[src/rtl/chg_pkg.sv]
package chg_pkg;
  localparam int unsigned SYNC_STAGES = 2;
  localparam int unsigned INIT_CYCLES = SYNC_STAGES + 1;

  typedef enum logic {
    FS_STEADY  = 1'b0,
    FS_PENDING = 1'b1
  } filt_state_e;
endpackage

[src/rtl/chg_sync.sv]
module chg_sync #(
  parameter int unsigned WIDTH  = 4,
  parameter int unsigned STAGES = chg_pkg::SYNC_STAGES
) (
  input  logic             clk_i,
  input  logic             rst_ni,
  input  logic [WIDTH-1:0] d_i,
  output logic [WIDTH-1:0] q_o
);
  logic [STAGES-1:0] pipe_q [WIDTH];

  for (genvar b = 0; b < WIDTH; b++) begin : g_bit
    always_ff @(posedge clk_i or negedge rst_ni) begin
      if (!rst_ni) pipe_q[b] <= '0;
      else         pipe_q[b] <= {pipe_q[b][STAGES-2:0], d_i[b]};
    end
    assign q_o[b] = pipe_q[b][STAGES-1];
  end
endmodule

[src/rtl/chg_filter.sv]
module chg_filter
  import chg_pkg::*;
(
  input  logic clk_i,
  input  logic rst_ni,
  input  logic init_done_i,
  input  logic tick_i,
  input  logic sample_i,
  output logic level_o,
  output logic accept_o
);
  filt_state_e state_q, state_d;
  logic        level_q, level_d;
  logic        differs;

  assign differs = sample_i ^ level_q;

  always_comb begin
    state_d  = state_q;
    level_d  = level_q;
    accept_o = 1'b0;
    if (!init_done_i) begin
      // track the synchronized pin so reset raises no change
      level_d = sample_i;
      state_d = FS_STEADY;
    end else if (tick_i) begin
      if (!differs) begin
        state_d = FS_STEADY;
      end else if (state_q == FS_PENDING) begin
        level_d  = sample_i;
        state_d  = FS_STEADY;
        accept_o = 1'b1;
      end else begin
        state_d = FS_PENDING;
      end
    end
  end

  always_ff @(posedge clk_i or negedge rst_ni) begin
    if (!rst_ni) begin
      state_q <= FS_STEADY;
      level_q <= 1'b0;
    end else begin
      state_q <= state_d;
      level_q <= level_d;
    end
  end

  assign level_o = level_q;

  a_r2_hold_between_ticks: assert property (@(posedge clk_i) disable iff (!rst_ni)
    (init_done_i && !tick_i) |=> $stable(level_o));

  a_r2_single_sample_rejected: assert property (@(posedge clk_i) disable iff (!rst_ni)
    (init_done_i && tick_i && state_q == FS_STEADY) |=> $stable(level_o));

  a_r3_accept_flips_level: assert property (@(posedge clk_i) disable iff (!rst_ni)
    accept_o |=> (level_o != $past(level_o)));
endmodule

[src/rtl/chg_flags.sv]
module chg_flags #(
  parameter int unsigned WIDTH = 4
) (
  input  logic             clk_i,
  input  logic             rst_ni,
  input  logic [WIDTH-1:0] set_i,
  input  logic             clr_i,
  output logic [WIDTH-1:0] flags_o
);
  logic [WIDTH-1:0] flags_q;

  // clear first, then set: a same-cycle acceptance survives the read
  always_ff @(posedge clk_i or negedge rst_ni) begin
    if (!rst_ni) flags_q <= '0;
    else         flags_q <= (flags_q & {WIDTH{~clr_i}}) | set_i;
  end

  assign flags_o = flags_q;

  a_r5_sticky: assert property (@(posedge clk_i) disable iff (!rst_ni)
    !clr_i |=> ((flags_o & $past(flags_o)) == $past(flags_o)));

  a_r6_read_clears: assert property (@(posedge clk_i) disable iff (!rst_ni)
    (clr_i && set_i == '0) |=> (flags_o == '0));

  a_r7_set_survives_read: assert property (@(posedge clk_i) disable iff (!rst_ni)
    (set_i != '0) |=> ((flags_o & $past(set_i)) == $past(set_i)));
endmodule

[src/rtl/chg_monitor.sv]
module chg_monitor
  import chg_pkg::*;
#(
  parameter int unsigned N_IN       = 4,
  parameter int unsigned TICK_RATIO = 96
) (
  input  logic            clk_i,
  input  logic            rst_ni,
  input  logic [N_IN-1:0] pins_i,
  input  logic            tick_i,
  input  logic            rd_i,
  input  logic [N_IN-1:0] irq_mask_i,
  output logic [2*N_IN-1:0] chg_reg_o,
  output logic            irq_o
);
  localparam int unsigned INIT_W = $clog2(INIT_CYCLES + 1);
  localparam int unsigned GAP_W  = $clog2(TICK_RATIO + 1);

  logic [N_IN-1:0]   pins_sync;
  logic [N_IN-1:0]   level;
  logic [N_IN-1:0]   accept;
  logic [N_IN-1:0]   flags;
  logic [INIT_W-1:0] init_cnt_q;
  logic              init_done;

  always_ff @(posedge clk_i or negedge rst_ni) begin
    if (!rst_ni)           init_cnt_q <= '0;
    else if (!init_done)   init_cnt_q <= init_cnt_q + 1'b1;
  end
  assign init_done = (init_cnt_q == INIT_W'(INIT_CYCLES));

  chg_sync #(.WIDTH(N_IN), .STAGES(SYNC_STAGES)) u_sync (
    .clk_i  (clk_i),
    .rst_ni (rst_ni),
    .d_i    (pins_i),
    .q_o    (pins_sync)
  );

  for (genvar i = 0; i < N_IN; i++) begin : g_ch
    chg_filter u_filt (
      .clk_i       (clk_i),
      .rst_ni      (rst_ni),
      .init_done_i (init_done),
      .tick_i      (tick_i),
      .sample_i    (pins_sync[i]),
      .level_o     (level[i]),
      .accept_o    (accept[i])
    );
  end

  chg_flags #(.WIDTH(N_IN)) u_flags (
    .clk_i   (clk_i),
    .rst_ni  (rst_ni),
    .set_i   (accept),
    .clr_i   (rd_i),
    .flags_o (flags)
  );

  assign chg_reg_o = {flags, level};
  assign irq_o     = |(flags & irq_mask_i);

  // tick spacing check against the divider ratio
  logic [GAP_W-1:0] gap_q;
  always_ff @(posedge clk_i or negedge rst_ni) begin
    if (!rst_ni)                          gap_q <= '0;
    else if (tick_i)                      gap_q <= '0;
    else if (gap_q != GAP_W'(TICK_RATIO)) gap_q <= gap_q + 1'b1;
  end

  a_r2_tick_spacing: assert property (@(posedge clk_i) disable iff (!rst_ni)
    (tick_i && init_done) |-> (gap_q >= GAP_W'(TICK_RATIO - 1)));

  a_r1_no_flag_from_reset: assert property (@(posedge clk_i) disable iff (!rst_ni)
    !init_done |-> (chg_reg_o[2*N_IN-1:N_IN] == '0));

  a_r8_mask_off_quiet: assert property (@(posedge clk_i) disable iff (!rst_ni)
    (irq_mask_i == '0) |-> !irq_o);

  a_r8_irq_has_source: assert property (@(posedge clk_i) disable iff (!rst_ni)
    irq_o |-> (chg_reg_o[2*N_IN-1:N_IN] != '0));
endmodule

[config.mk]
export PLATFORM = sky130hd
export DESIGN_NAME = chg_monitor
export DESIGN_NICKNAME = d
export VERILOG_FILES = /design/src/rtl/chg_pkg.sv /design/src/rtl/chg_sync.sv /design/src/rtl/chg_filter.sv /design/src/rtl/chg_flags.sv /design/src/rtl/chg_monitor.sv
export SDC_FILE = /design/constraint.sdc
export NUM_CORES = 1
export LEC_CHECK = 0
export CELL_PAD_IN_SITES_DETAIL_PLACEMENT = 0
export CELL_PAD_IN_SITES_GLOBAL_PLACEMENT = 2
export CORE_ASPECT_RATIO = 1.2
export CORE_MARGIN = 4
export CORE_UTILIZATION = 31
export CTS_CLUSTER_DIAMETER = 40
export DETAILED_ROUTE_END_ITERATION = 6
export PLACE_DENSITY = 0.86
export REMOVE_ABC_BUFFERS = 1
export SYNTH_ARGS = -nofsm -noshare
export SYNTH_HDL_FRONTEND = slang
export SYNTH_SLANG_ARGS = --single-unit
[constraint.sdc]
create_clock -name clk_i -period 1.9 [get_ports clk_i]
set_clock_uncertainty 0.1 [all_clocks]
set_input_delay 0.19 -clock clk_i [delete_from_list [all_inputs] [get_ports clk_i]]
set_output_delay 0.19 -clock clk_i [all_outputs]
set_load 0.005 [all_outputs]
==> results.cfg <==
[worst_setup_path]
crit_path_end_kind = output port
cp_cell_sequence = a22oi_1, nand2_1, clkdlybuf4s50_1
slowest_delay_ps = 440
cp-startpoint = u_flags.flags_o[1]
critPathRequiredTime_ps = 1610
crit_slowest_cell = clkdlybuf4s50_1
cp.arrival_ps = 1420
worstSetupStartpointType = register
crit_type = register to output port
timing.rr.start = init_cnt_q[0]
crit_fanout = 3

[min_path]
min_path_type = input port to async pin

[logic_synthesis]
synth-seq-area-share = 0.611
postSynthCellCount = 70
yosys-top-cells-area = dfrtp_1, buf_4, xnor2_1
ys_ff_latch = 22
yosysTopAreaCell = dfrtp_1
synth_top_area_share = 0.611
synth_area_per_cell_um2 = 12.9
yosysWarnings = 0
yosysUniqueCellTypes = 16
syn_area_um2 = 901

[timing]
period_needed_ps = 1710
hold_viol_final = 0
worst_pin_slew_ps = 479
period_share = 0.901
max_slew_margin = 0.680
fmax_mhz = 584
finalSetupViolCount = 0
rsz0062_at_grt = no
fin_setup_tns_ps = 0
drv_slew = 0
setup_ws_ps = 188

[route]
vias = 564
vias_per_cell = 4.59
drtPass1Iterations = 4
totalWireLength_um = 1450
drc = 0
avgRoutedWirePerCell_um = 11.8
drtIter0Drc = 17
ant_nets = 0

[finish]
seq_area_um2 = 551
fin_util = 0.409
num_antenna_cells = 0
drive_gt1_frac = 0.0899
area_growth_pct = 26.4
fillers = 285
multi_input_area_um2 = 279
nets = 103

[placed_design]
gp_congestion = 0.759
hpwl_um = 1090
dp_slack_ps = 232
port_buffers = 20

[floorplan]
core_um2 = 2790
dieHeight_um = 67.1
num_rows = 21
design.portCount = 21
die-area_um2 = 3840
die_w_um = 57.2
start_util = 0.323

[flow_run]
maxCapViolCount = 0

[grt]
grt.total_usage = 0.0834
grt_pass1_wl_um = 2450
grt_max_degree = 23
grt_overflow_total = 0
first_global_vias = 557
antenna_found_initial = 0

[power_and_ir_drop]
peakVddDrop_uv = 440
power_density_nw_per_um2 = 1260
power_leakage_nw = 0.472
power_mw = 1.43

[clocking]
clock-sinks = 22
cts_tree = built
cts_buffers = 3
clk_latency_ps = 300
cts.reportedPaths.clkPinSlew_ps = 120
post-cts-setup-buffer-count = 0
htree_num_levels = 1
cts-root-buf = clkbuf_4
cts_resized = 0
cts_buffer_depth = 2
hold_buffers = 0

[outcome]
status = complete, no violations
[Yosys cell counts, drive strengths merged]
library cell	instances
o22ai	6
buf	7
nand2	4
a21boi	4
o31ai	2
ha	1
mux2	5
inv	4
nand3b	4
xnor2	5
a22oi	2
nand3	4
dfrtp	22
[kinds of logic after synthesis]
family | Yosys count | share of synthesized area
AOI/OAI and AO/OA | 14 | 0.108
xor gates and xnor gates | 5 | 0.0486
adders and majority gates | 1 | 0.0139
buffers and inverters | 11 | 0.0792
DFF | 22 | 0.611
muxes | 5 | 0.0667
and+or+nand+nor | 12 | 0.0722
[metal layers]
metal | up-vias | global-route usage | routed length, µm
li1 | 277 | - | -
met1 | 270 | 0.0996 | 639
met2 | 15 | 0.134 | 701
met3 | 2 | 0.0310 | 94
met4 | 0 | 0.0348 | 14
met5 | - | 0 | 0
[registers in the layout (all words and copies together), names as in the netlist]
signal               count
g_ch.u_filt.level_o      4
g_ch.u_filt.state_q      4
init_cnt_q               2
u_flags.flags_o          4
u_sync.pipe_q            4
u_sync.q_o               4
[power breakdown]
| group | switching [mW] | internal (mW) |
|---|---|---|
| sequential | 0.110 | 0.597 |
| combinational | 0.158 | 0.319 |
| clock | 0.131 | 0.117 |
[final timing paths]
| check | to | slack, ps | cells after the start |
|---|---|---|---|
| max | irq_o | 190 | 3 |
| max in group asynchronous | g_ch[2].u_filt.level_o | 1360 | 2 |
| min reg2reg | u_sync.q_o[1] | 260 | 0 |
| max reg2reg | g_ch[3].u_filt.level_o | 310 | 3 |
| min in group clk_i | u_sync.pipe_q[2] | 220 | 1 |
| min | u_sync.q_o[3] | 120 | 2 |
[critical path: cells and delay by family (launching register included)]
kind / cells / cell delay [ps]
buffers and inverters: 1 / 440
DFF: 1 / 410
and+or+nand+nor: 1 / 80
AOI/OAI and AO/OA: 1 / 200
[metrics by stage]
stage	hold WS (ps)	std cells	cell area, µm²
after CTS	115	123	1140
after floorplan	-206	63	845
after global routing	124	123	1140
after detailed placement	237	119	1100
final	119	123	1140
after global placement	232	119	1100
[area by class of cell]
type	instances	share of cell area
flip-flops and latches	22	0.484
multi-input cells	37	0.245
repair buffers	22	0.189
well taps	34	0.0374
clock buffers	4	0.0319
inverters	4	0.0132
[placed cells by master, fill, tap and decap left out]
master,count
o22ai_1,6
dfrtp_1,22
buf_4,2
clkdlybuf4s50_1,20
a22oi_1,2
ha_1,1
clkbuf_4,3
o31ai_1,2
inv_1,4
nand3b_1,4
mux2_2,1
nand3_1,4
xnor2_1,5
nand2_1,4
mux2_1,3
clkbuf_8,1
a21boi_1,4
mux2_4,1
Note: power is estimated with default switching activity, not from simulation.
